<file path="src/rtl/varlen_seq_pkg.sv">
package varlen_seq_pkg;

   localparam int OPC_W = 5;

   typedef enum logic [OPC_W-1:0] {
      OP_ADD    = 5'd0,
      OP_SUB    = 5'd1,
      OP_MUL    = 5'd2,
      OP_MULVEC = 5'd3,
      OP_INC    = 5'd4,
      OP_DEC    = 5'd5,
      OP_CMP    = 5'd6,
      OP_JMP    = 5'd7,
      OP_JZ     = 5'd8,
      OP_JNZ    = 5'd9,
      OP_JC     = 5'd10,
      OP_JNC    = 5'd11,
      OP_MOV    = 5'd12,
      OP_MOVSEL = 5'd13,
      OP_MASK   = 5'd14,
      OP_SHR    = 5'd15
   } opcode_e;

   typedef enum logic [1:0] {
      CLS_EXEC,
      CLS_JUMP,
      CLS_NOP
   } instr_cls_e;

   typedef enum logic [2:0] {
      S_IDLE,
      S_FETCH,
      S_DECODE,
      S_ISSUE,
      S_WAIT,
      S_PAD
   } seq_state_e;

   function automatic instr_cls_e op_class(input logic [OPC_W-1:0] op);
      if (op >= 5'd16)
         return CLS_NOP;
      case (op)
         OP_JMP, OP_JZ, OP_JNZ, OP_JC, OP_JNC: return CLS_JUMP;
         default:                              return CLS_EXEC;
      endcase
   endfunction

   function automatic logic jump_taken(input logic [OPC_W-1:0] op,
                                       input logic zf,
                                       input logic cf);
      case (op)
         OP_JMP:  return 1'b1;
         OP_JZ:   return zf;
         OP_JNZ:  return ~zf;
         OP_JC:   return cf;
         OP_JNC:  return ~cf;
         default: return 1'b0;
      endcase
   endfunction

endpackage

</file>
<file path="src/rtl/seq_decode.sv">
module seq_decode
   import varlen_seq_pkg::*;
#(
   parameter int FLD_W = 16,
   parameter int PC_W  = 10
) (
   input  logic [1+OPC_W+3*FLD_W-1:0] word_i,
   input  logic                       zf_i,
   input  logic                       cf_i,
   output logic                       last_o,
   output logic [OPC_W-1:0]           op_o,
   output logic [FLD_W-1:0]           f0_o,
   output logic [FLD_W-1:0]           f1_o,
   output logic [FLD_W-1:0]           f2_o,
   output instr_cls_e                 cls_o,
   output logic                       taken_o,
   output logic [PC_W-1:0]            target_o
);

   localparam int WORD_W = 1 + OPC_W + 3*FLD_W;

   assign last_o  = word_i[WORD_W-1];
   assign op_o    = word_i[WORD_W-2 -: OPC_W];
   assign f0_o    = word_i[3*FLD_W-1 -: FLD_W];
   assign f1_o    = word_i[2*FLD_W-1 -: FLD_W];
   assign f2_o    = word_i[FLD_W-1:0];
   assign cls_o   = op_class(op_o);
   assign taken_o = jump_taken(op_o, zf_i, cf_i);

   // target width: full field or truncated to the counter width
   generate
      if (PC_W == FLD_W) begin : g_tgt_full
         assign target_o = f0_o;
      end else begin : g_tgt_trunc
         assign target_o = f0_o[PC_W-1:0];
      end
   endgenerate

endmodule

</file>
<file path="src/rtl/seq_pc.sv">
module seq_pc #(
   parameter int PC_W = 10
) (
   input  logic            clk,
   input  logic            rst_n,
   input  logic            clear_i,
   input  logic            load_i,
   input  logic            inc_i,
   input  logic [PC_W-1:0] load_val_i,
   output logic [PC_W-1:0] pc_o
);

   always_ff @(posedge clk or negedge rst_n) begin
      if (!rst_n)
         pc_o <= '0;
      else if (clear_i)
         pc_o <= '0;
      else if (load_i)
         pc_o <= load_val_i;
      else if (inc_i)
         pc_o <= pc_o + 1'b1;
   end

endmodule

</file>
<file path="src/rtl/seq_pad_timer.sv">
module seq_pad_timer #(
   parameter int CNT_W = 2
) (
   input  logic             clk,
   input  logic             rst_n,
   input  logic             load_i,
   input  logic [CNT_W-1:0] load_val_i,
   output logic             expired_o
);

   logic [CNT_W-1:0] cnt_q;

   always_ff @(posedge clk or negedge rst_n) begin
      if (!rst_n)
         cnt_q <= '0;
      else if (load_i)
         cnt_q <= load_val_i;
      else if (cnt_q != '0)
         cnt_q <= cnt_q - 1'b1;
   end

   assign expired_o = (cnt_q == '0);

endmodule

</file>
<file path="src/rtl/seq_ctrl.sv">
module seq_ctrl
   import varlen_seq_pkg::*;
#(
   parameter int CNT_W    = 2,
   parameter int JUMP_PAD = 2,
   parameter int NOP_PAD  = 2
) (
   input  logic             clk,
   input  logic             rst_n,
   input  logic             run_i,
   input  logic             over_i,
   input  instr_cls_e       cls_i,
   input  logic             last_dec_i,
   input  logic             taken_i,
   input  logic             pad_done_i,
   output logic             fetch_o,
   output logic             issue_o,
   output logic             capture_o,
   output logic             pc_clear_o,
   output logic             pc_load_o,
   output logic             pc_inc_o,
   output logic             pad_load_o,
   output logic [CNT_W-1:0] pad_val_o,
   output logic             flag_cap_o,
   output logic             done_o
);

   seq_state_e st_q, st_d;
   logic       last_q;

   always_comb begin
      st_d       = st_q;
      capture_o  = 1'b0;
      pc_clear_o = 1'b0;
      pc_load_o  = 1'b0;
      pc_inc_o   = 1'b0;
      pad_load_o = 1'b0;
      pad_val_o  = '0;
      flag_cap_o = 1'b0;
      case (st_q)
         S_IDLE: begin
            if (run_i) begin
               st_d       = S_FETCH;
               pc_clear_o = 1'b1;
            end
         end
         S_FETCH: st_d = S_DECODE;
         S_DECODE: begin
            capture_o = 1'b1;
            case (cls_i)
               CLS_EXEC: st_d = S_ISSUE;
               CLS_JUMP: begin
                  st_d       = S_PAD;
                  pad_load_o = 1'b1;
                  pad_val_o  = CNT_W'(JUMP_PAD);
                  pc_load_o  = taken_i;
                  pc_inc_o   = ~taken_i;
               end
               default: begin
                  st_d       = S_PAD;
                  pad_load_o = 1'b1;
                  pad_val_o  = CNT_W'(NOP_PAD);
                  pc_inc_o   = 1'b1;
               end
            endcase
         end
         S_ISSUE: st_d = S_WAIT;
         S_WAIT: begin
            if (over_i) begin
               flag_cap_o = 1'b1;
               pc_inc_o   = 1'b1;
               st_d       = last_q ? S_IDLE : S_FETCH;
            end
         end
         S_PAD: begin
            if (pad_done_i)
               st_d = last_q ? S_IDLE : S_FETCH;
         end
         default: st_d = S_IDLE;
      endcase
   end

   always_ff @(posedge clk or negedge rst_n) begin
      if (!rst_n) begin
         st_q   <= S_IDLE;
         last_q <= 1'b0;
         done_o <= 1'b0;
      end else begin
         st_q <= st_d;
         if (capture_o)
            last_q <= last_dec_i;
         if (pc_clear_o)
            done_o <= 1'b0;
         else if (st_q != S_IDLE && st_d == S_IDLE)
            done_o <= 1'b1;
      end
   end

   assign fetch_o = (st_q == S_FETCH);
   assign issue_o = (st_q == S_ISSUE);

endmodule

</file>
<file path="src/rtl/varlen_seq.sv">
module varlen_seq
   import varlen_seq_pkg::*;
#(
   parameter int FLD_W       = 16,
   parameter int PC_W        = 10,
   parameter int JUMP_CYCLES = 5,
   parameter int NOP_CYCLES  = 5
) (
   input  logic                       clk,
   input  logic                       rst_n,
   input  logic                       run_i,
   output logic                       done_o,
   output logic                       imem_rd_o,
   output logic [PC_W-1:0]            imem_addr_o,
   input  logic [1+OPC_W+3*FLD_W-1:0] imem_data_i,
   output logic                       ex_start_o,
   input  logic                       ex_over_i,
   output logic [OPC_W-1:0]           ex_op_o,
   output logic [FLD_W-1:0]           ex_f0_o,
   output logic [FLD_W-1:0]           ex_f1_o,
   output logic [FLD_W-1:0]           ex_f2_o,
   input  logic                       zero_i,
   input  logic                       carry_i
);

   // fetch + decode take two cycles; the pad covers the rest
   localparam int FIXED_OVH = 2;
   localparam int JUMP_PAD  = JUMP_CYCLES - FIXED_OVH - 1;
   localparam int NOP_PAD   = NOP_CYCLES - FIXED_OVH - 1;
   localparam int PAD_MAX   = (JUMP_PAD > NOP_PAD) ? JUMP_PAD : NOP_PAD;
   localparam int CNT_W     = (PAD_MAX < 1) ? 1 : $clog2(PAD_MAX + 1);

   generate
      if (JUMP_CYCLES < FIXED_OVH + 1) begin : g_chk_jump
         $error("JUMP_CYCLES must be at least 3");
      end
      if (NOP_CYCLES < FIXED_OVH + 1) begin : g_chk_nop
         $error("NOP_CYCLES must be at least 3");
      end
      if (PC_W < 1 || PC_W > FLD_W) begin : g_chk_pc
         $error("PC_W must lie in 1..FLD_W");
      end
   endgenerate

   logic             dec_last, dec_taken;
   logic [OPC_W-1:0] dec_op;
   logic [FLD_W-1:0] dec_f0, dec_f1, dec_f2;
   logic [PC_W-1:0]  dec_target;
   instr_cls_e       dec_cls;

   logic             capture, pc_clear, pc_load, pc_inc;
   logic             pad_load, pad_done, flag_cap;
   logic [CNT_W-1:0] pad_val;
   logic             zf_q, cf_q;

   seq_decode #(.FLD_W(FLD_W), .PC_W(PC_W)) u_dec (
      .word_i   (imem_data_i),
      .zf_i     (zf_q),
      .cf_i     (cf_q),
      .last_o   (dec_last),
      .op_o     (dec_op),
      .f0_o     (dec_f0),
      .f1_o     (dec_f1),
      .f2_o     (dec_f2),
      .cls_o    (dec_cls),
      .taken_o  (dec_taken),
      .target_o (dec_target)
   );

   seq_pc #(.PC_W(PC_W)) u_pc (
      .clk        (clk),
      .rst_n      (rst_n),
      .clear_i    (pc_clear),
      .load_i     (pc_load),
      .inc_i      (pc_inc),
      .load_val_i (dec_target),
      .pc_o       (imem_addr_o)
   );

   seq_pad_timer #(.CNT_W(CNT_W)) u_pad (
      .clk        (clk),
      .rst_n      (rst_n),
      .load_i     (pad_load),
      .load_val_i (pad_val),
      .expired_o  (pad_done)
   );

   seq_ctrl #(.CNT_W(CNT_W), .JUMP_PAD(JUMP_PAD), .NOP_PAD(NOP_PAD)) u_ctrl (
      .clk        (clk),
      .rst_n      (rst_n),
      .run_i      (run_i),
      .over_i     (ex_over_i),
      .cls_i      (dec_cls),
      .last_dec_i (dec_last),
      .taken_i    (dec_taken),
      .pad_done_i (pad_done),
      .fetch_o    (imem_rd_o),
      .issue_o    (ex_start_o),
      .capture_o  (capture),
      .pc_clear_o (pc_clear),
      .pc_load_o  (pc_load),
      .pc_inc_o   (pc_inc),
      .pad_load_o (pad_load),
      .pad_val_o  (pad_val),
      .flag_cap_o (flag_cap),
      .done_o     (done_o)
   );

   // decoded fields held for the execution unit
   always_ff @(posedge clk or negedge rst_n) begin
      if (!rst_n) begin
         ex_op_o <= '0;
         ex_f0_o <= '0;
         ex_f1_o <= '0;
         ex_f2_o <= '0;
      end else if (capture) begin
         ex_op_o <= dec_op;
         ex_f0_o <= dec_f0;
         ex_f1_o <= dec_f1;
         ex_f2_o <= dec_f2;
      end
   end

   // flags captured only on handshake completion
   always_ff @(posedge clk or negedge rst_n) begin
      if (!rst_n) begin
         zf_q <= 1'b0;
         cf_q <= 1'b0;
      end else if (pc_clear) begin
         zf_q <= 1'b0;
         cf_q <= 1'b0;
      end else if (flag_cap) begin
         zf_q <= zero_i;
         cf_q <= carry_i;
      end
   end

endmodule

</file>
<file path="config.mk">
export PLATFORM = sky130hd
export DESIGN_NAME = varlen_seq
export DESIGN_NICKNAME = d
export VERILOG_FILES = /design/src/rtl/varlen_seq_pkg.sv /design/src/rtl/seq_decode.sv /design/src/rtl/seq_pc.sv /design/src/rtl/seq_pad_timer.sv /design/src/rtl/seq_ctrl.sv /design/src/rtl/varlen_seq.sv
export SDC_FILE = /design/constraint.sdc
export NUM_CORES = 1
export LEC_CHECK = 0
export BUFFER_PORTS_ARGS = -buffer_cell sky130_fd_sc_hd__buf_2
export CORE_ASPECT_RATIO = 1.2
export CORE_MARGIN = 4
export CORE_UTILIZATION = 46
export CTS_BUF_LIST = sky130_fd_sc_hd__clkbuf_4
export DETAILED_ROUTE_END_ITERATION = 10
export PLACE_DENSITY = 0.73
export SYNTH_ARGS = -nofsm -noshare
export SYNTH_HDL_FRONTEND = slang
export SYNTH_HIERARCHICAL = 1
export SYNTH_SLANG_ARGS = --single-unit
export TNS_END_PERCENT = 1
</file>
<file path="constraint.sdc">
create_clock -name clk -period 3.2 [get_ports clk]
set_clock_uncertainty 0.1 [all_clocks]
set_input_delay 0.16 -clock clk [delete_from_list [all_inputs] [get_ports clk]]
set_output_delay 0.16 -clock clk [all_outputs]
set_load 0.005 [all_outputs]
</file>
; After elaboration in Yosys (flattened, before gate mapping)
; Index checks and enable logic that the tools add are counted.
[word_totals]
ff_bits = 72
inputBits = 60
output_inout_bits = 66
[classes]
add_sub_neg = 2
n_lt_le_gt_ge = 1
eq_ne = 11
mux = 35
n_bitwise = 3
reduce_logical = 12
[op_table]
columns = op, count
row1 = two-way mux 10 bit, 3
row2 = equality test 5 x 4 -> 1 bit (second input constant), 4
row3 = two-way mux 1 bit, 18
row4 = case mux 3 bit (6 select lines), 1
row5 = two-way mux 2 bit, 6
row6 = two-way mux 3 bit, 4
row7 = adder 10 x 1 -> 10 bit (second input constant), 1
row8 = nonzero test 2 bit, 4
row9 = equality test 3 x 2 -> 1 bit (second input constant), 2
row10 = equality test 3 bit (second input constant), 2
row11 = logical NOT 3 bit, 2
row12 = nonzero test 3 bit, 2
row13 = equality test 5 x 3 -> 1 bit (second input constant), 1
row14 = greater-or-equal comparator 5 bit (second input constant), 1
row15 = case mux 1 bit (5 select lines), 1
row16 = OR reduction 5 bit, 1
row17 = logical NOT 2 bit, 2
row18 = case mux 1 bit (2 select lines), 2
row19 = equality test 3 x 1 -> 1 bit (second input constant), 1
row20 = NOT 1 bit, 3
row21 = equality test 2 x 1 -> 1 bit (second input constant), 1
row22 = subtractor 2 x 1 -> 2 bit (second input constant), 1
row23 = logical AND 1 bit, 1

; Logic depth before layout (Yosys ltp)
[depth]
word_depth = 11
ltp_mapped = 9

; By module
; The synthesis kept the hierarchy.
[modules_own_cells]
columns = mod, n_inst, cells_per_inst, area_each_um2, seq_area_each_um2
row1 = varlen_seq, 1, 118, 2299.7, 1376.3
row2 = seq_pc, 1, 63, 586.8, 250.2
row3 = seq_decode, 1, 72, 553.0, 0.0
row4 = seq_ctrl, 1, 44, 350.3, 125.1
row5 = seq_pad_timer, 1, 12, 113.9, 50.0

; Worst setup path after synthesis
; Ideal clock, no wire load.
[synth_timing]
kind = register -> register
start = register u_ctrl.st_q[0]
end = register u_pc.pc_o[9]
setup_ns = 0.126
arrival_time_ns = 2.394
setup_slack_ns = 0.580
path_stages_with_launch = 8
path_buffers = 2
cell_sequence = dfrtp_1 > buf_2 > or3_4 > buf_6 > o21bai_1 > nand4_4 > or4_2 > o311a_1
[synth_between]
elab_cells_between_ends = 9
[synth_lines]
columns = element, line
row1 = "start, declared", seq_ctrl.sv:28  ; seq_state_e st_q, st_d;
row2 = "start signal, assigned", seq_ctrl.sv:89  ; st_q <= st_d;
row3 = equality test 3 bit / equality test 3 x 2 -> 1 bit (equally long branches), seq_ctrl.sv:40  ; case (st_q)
row4 = case mux 1 bit (2 select lines) (*), seq_ctrl.sv:40
row5 = named net pc_inc, varlen_seq.sv:51  ; logic capture, pc_clear, pc_load, pc_inc;
row6 = nonzero test 3 bit (no line) (*), --
row7 = "end signal, assigned", seq_pc.sv:19  ; pc_o <= load_val_i;
row8 = "end signal, assigned", seq_pc.sv:21  ; pc_o <= pc_o + 1'b1;
row9 = "end, declared", seq_pc.sv:10  ; output logic [PC_W-1:0] pc_o
; The timed path passes the listed nets; every way through them passes the cells marked *.
; A chain may end at the register's enable or synchronous reset.

; Worst setup path after layout
[layout_timing]
start = input port imem_data_i[51]
end = register u_pc.pc_o[9]
[layout_between]
elab_cells_between_ends = 21
[layout_lines]
columns = element, line
row1 = "start, declared", varlen_seq.sv:15  ; input logic [1+OPC_W+3*FLD_W-1:0] imem_data_i,
row2 = branches (longest 3 deep; another with greater-or-equal comparator 5 bit), --
row3 = two-way mux 2 bit (*), varlen_seq_pkg.sv:42  ; case (op)
row4 = named net dec_cls[0], varlen_seq.sv:49  ; instr_cls_e dec_cls;
row5 = equality test 2 x 1 -> 1 bit / logical NOT 2 bit (equally long branches), seq_ctrl.sv:50  ; case (cls_i)
row6 = case mux 1 bit (2 select lines) (*), seq_ctrl.sv:50
row7 = case mux 1 bit (2 select lines) (*), seq_ctrl.sv:40
row8 = named net pc_inc, varlen_seq.sv:51
row9 = nonzero test 3 bit (no line) (*), --
; Mark *: on every way through the listed nets, which the timed path passes.

==> flow_summary.yaml <==
synthesis:
  ys_seq_area_frac: 0.462
  yosys_warnings: 6
  synthCells: 309
  yosysTopAreaCellShare: 0.462
  avgSynthCellArea_um2: 12.6
  synthTopCellsByArea: "dfrtp_1 46%, mux2_4 20%, buf_4 13%, buf_12 2.6%, nand2_1 1.3%"
  syn_nets: 371
  synth-seq-cells: 72
  syn-cell-area_mm2: 0.00390
  post_synth_num_cell_types: 46
  yosysTopAreaCell: "dfrtp_1"
power:
  p_leak_nw: 2.38
  p_comb_frac: 0.425
  p_sw_frac: 0.306
  p_int_mw: 2.79
  pwr-share-seq: 0.396
  pwr-share-clk: 0.178
  powerDensity_mw_per_mm2: 832
  ir_worst_vdd_mv: 0.369
  p_sw_mw: 1.23
clocking:
  ctsResizeCount: 0
  clock_latency_ns: 0.42
  cts_tree: "built"
  clkSlewWorstSetupHoldPaths_ns: 0.11
  cts_buffer_depth: 2
  numCtsBuffers: 9
  cts_root_buffer: "clkbuf_4"
  h-tree-depth: 3
  clkSinkCount: 72
critical_path:
  cpMostUsedCell: "a21oi_1"
  cp.required_ns: 3.41
  r2r_end: "u_pc/pc_o[9]"
  cp_top_family: "simple AND/OR/NAND/NOR gates"
  crit_buf_inv: 3
  rrSetupSlack_ns: 0.69
  cp_cell_sequence: "dlygate4sd3_1, buf_2, nand4b_1, a21oi_1, a21oi_1, o21bai_1, buf_4, nand4_4, or4_2, o311a_1"
  worst_setup_path_end_kind: "flop"
  ff2ff_path_depth: 7
  crit_arrival_ns: 2.80
  cp_slowest_cell: "or4_2"
  cp_max_fo: 10
  cp-start-kind: "input pin"
  worst_r2r_startpoint: "u_ctrl/st_q[1]"
  cp_slowest_stage_delay_ns: 0.69
  critPathKind: "input pin to flop"
place:
  io_buffers: 125
  hpwl_um: 5470
  gp_congestion: 0.730
  dp_cells: 475
timing:
  slew_viol_final: 0
  max-slew-margin-rel: 0.409
  fmax_mhz: 385
  final_hold_viol_count: 0
  finalSetupTns_ns: 0
  period_share: 0.812
  setup_viol: 0
  period_minus_slack_ns: 2.60
  worst_pin_slew_ns: 0.886
  rsz0062_at_grt: "false"
floorplan:
  core_area_mm2: 0.00820
  die_area_mm2: 0.0100
  boundaryPins: 126
  initial_core_util: 0.476
  die_x_um: 92.1
  rows: 36
  die_h_um: 109
drt:
  drc_errors: 0
  drtIter0Drc: 51
  ant_nets: 0
  via_count: 2587
  wl_per_cell_um: 15.7
  drt-total-wl_um: 8610
  viasPerCell: 4.71
  firstDrtPassIters: 4
grt:
  grt_first_pass_wirelength_um: 13900
  groute.usage.overall: 0.180
  antenna_found_initial: 0
  grt_max_degree: 73
  grt.overflow.total: 0
  grt_pass1_vias: 2850
run:
  cap_violations: 0
worst_hold_path:
  min_to: "u_ctrl/done_o"
  hold_path_depth: 5
  holdCritStartpoint: "ex_over_i"
  hp-class: "input pin to flop"
cells_and_area:
  final_core_util: 0.590
  drive_above_1_share: 0.484
  areaGrowthSynthToFinish_pct: 23.9
  fillers: 689
  nets: 491
  stdcell_count: 549
run_status:
  outcome: "finished clean"
Yosys cell counts (all sizes together):
cell type and count:
nor3 4, and2 1, or4bb 1, dfrtp 72, or4 4, nor2 14, a31oi 1, or2b 1
o31ai 2, o311a 1, nand2 14, nand2b 3, a21o 1, nand3 3, and4 1, conb 1
inv 11, clkbuf 2, o31a 1, o21ai 5, a211oi 3, nand4 3, a311oi 3, ha 2
a21oi 6, buf 76, o21bai 2, o311ai 1, or3 3, o22ai 1, mux2i 3, o211ai 2
xor2 5, mux2 55, nand4b 1
power groups by stage:
stage / combinational, mW / sequential (mW) / clock (mW)
floorplan: 1.19 / 1.59 / 0
global placement: 1.63 / 1.57 / 0
detailed placement: 1.66 / 1.60 / 0
CTS: 1.73 / 1.59 / 0.741
global route: 1.85 / 1.66 / 0.780
finish: 1.71 / 1.60 / 0.718
through the flow:
step / total power, mW / worst slack [ns] / hold slack, ns / area, um2
finish: 4.03 / 0.602 / 0.113 / 4840
detailed placement: 3.26 / 0.711 / 0.238 / 4080
CTS: 4.05 / 0.660 / 0.0734 / 4830
global placement: 3.20 / 0.749 / 0.234 / 4080
global route: 4.29 / 0.442 / 0.0927 / 4830
floorplan: 2.79 / 0.580 / -0.236 / 3900
repair_timing:
action | in CTS | in global routing
hold buffers | 57 | 0
hold endpoints to repair | 138 | 0
buffers inserted | 0 | 0
area by class of cell:
class / count / area (um2) / share of cell area
tap: 114 / 143 / 0.0295
clock inverter: 6 / 108 / 0.0223
antenna: 1 / 2.50 / 0.000517
timing repair buffer: 187 / 1250 / 0.258
sequential: 72 / 1800 / 0.373
multi-input combinational: 148 / 1420 / 0.293
clock buffer: 10 / 75.1 / 0.0155
inverter: 11 / 42.5 / 0.00880
registers in the layout, indices dropped and copies added (netlist names):
signal         cells
ex_f0_o           16
ex_f1_o           16
ex_f2_o           16
u_pc/pc_o         10
ex_op_o            5
u_ctrl/st_q        3
u_pad/cnt_q        2
cf_q               1
u_ctrl/done_o      1
u_ctrl/last_q      1
zf_q               1
per-layer routing:
| metal | global-route usage | vias to the layer above | routed length (um) |
|---|---|---|---|
| met2 | 0.327 | 78 | 4490 |
| met3 | 0.0359 | 20 | 395 |
| met4 | 0.0902 | 0 | 223 |
| met5 | 0 | - | 0 |
| li1 | - | 1237 | - |
| met1 | 0.202 | 1252 | 3500 |
worst min-delay path, cell delays in order:
cell and delay [ns]:
buf_2 0.11, inv_1 0.05, o21ai_0 0.11, nand2_1 0.09, o22ai_1 0.07
layout by cell type, fill, tap and decap left out, types with 2 or more instances in the layout:
| cell | count |
|---|---|
| or3_2 | 2 |
| xor2_1 | 5 |
| or4_1 | 3 |
| clkinv_2 | 3 |
| bufinv_16 | 3 |
| nand2_1 | 14 |
| nand2b_1 | 2 |
| inv_1 | 9 |
| mux2_2 | 4 |
| o31ai_1 | 2 |
| a311oi_1 | 3 |
| dfrtp_1 | 72 |
| a211oi_1 | 3 |
| o21bai_1 | 2 |
| o21ai_0 | 5 |
| mux2_4 | 51 |
| nor3_1 | 4 |
| dlygate4sd3_1 | 57 |
| a21oi_1 | 6 |
| clkbuf_4 | 10 |
| buf_2 | 124 |
| nor2_1 | 14 |
| nand4_1 | 2 |
| ha_1 | 2 |
| nand3_1 | 3 |
| mux2i_1 | 3 |
| buf_4 | 5 |
cell families (layout without fill, tap and decap cells):
logic type / Yosys count / in the layout / synth area share
other: 1 / 2 / 0.000961
DFF: 72 / 72 / 0.462
xor gates and xnor gates: 5 / 5 / 0.0112
buffers and inverters: 89 / 214 / 0.176
AOI/OAI and AO/OA: 29 / 29 / 0.0516
adders and majority gates: 2 / 2 / 0.00641
and+or+nand+nor: 53 / 53 / 0.0769
muxes: 58 / 58 / 0.215
worst max path at each step:
stage               depth (start not counted)            to             from  slack [ns]
detailed placement                          7  u_pc/pc_o[9]   u_ctrl/st_q[1]        0.71
global route                               10  u_pc/pc_o[7]  imem_data_i[51]        0.44
global placement                            7  u_pc/pc_o[9]   u_ctrl/st_q[1]        0.75
CTS                                        10  u_pc/pc_o[9]  imem_data_i[51]        0.66
finish                                     10  u_pc/pc_o[9]  imem_data_i[51]        0.60
floorplan                                   7  u_pc/pc_o[9]   u_ctrl/st_q[0]        0.58
No activity file was read; power rests on OpenSTA's default activity.
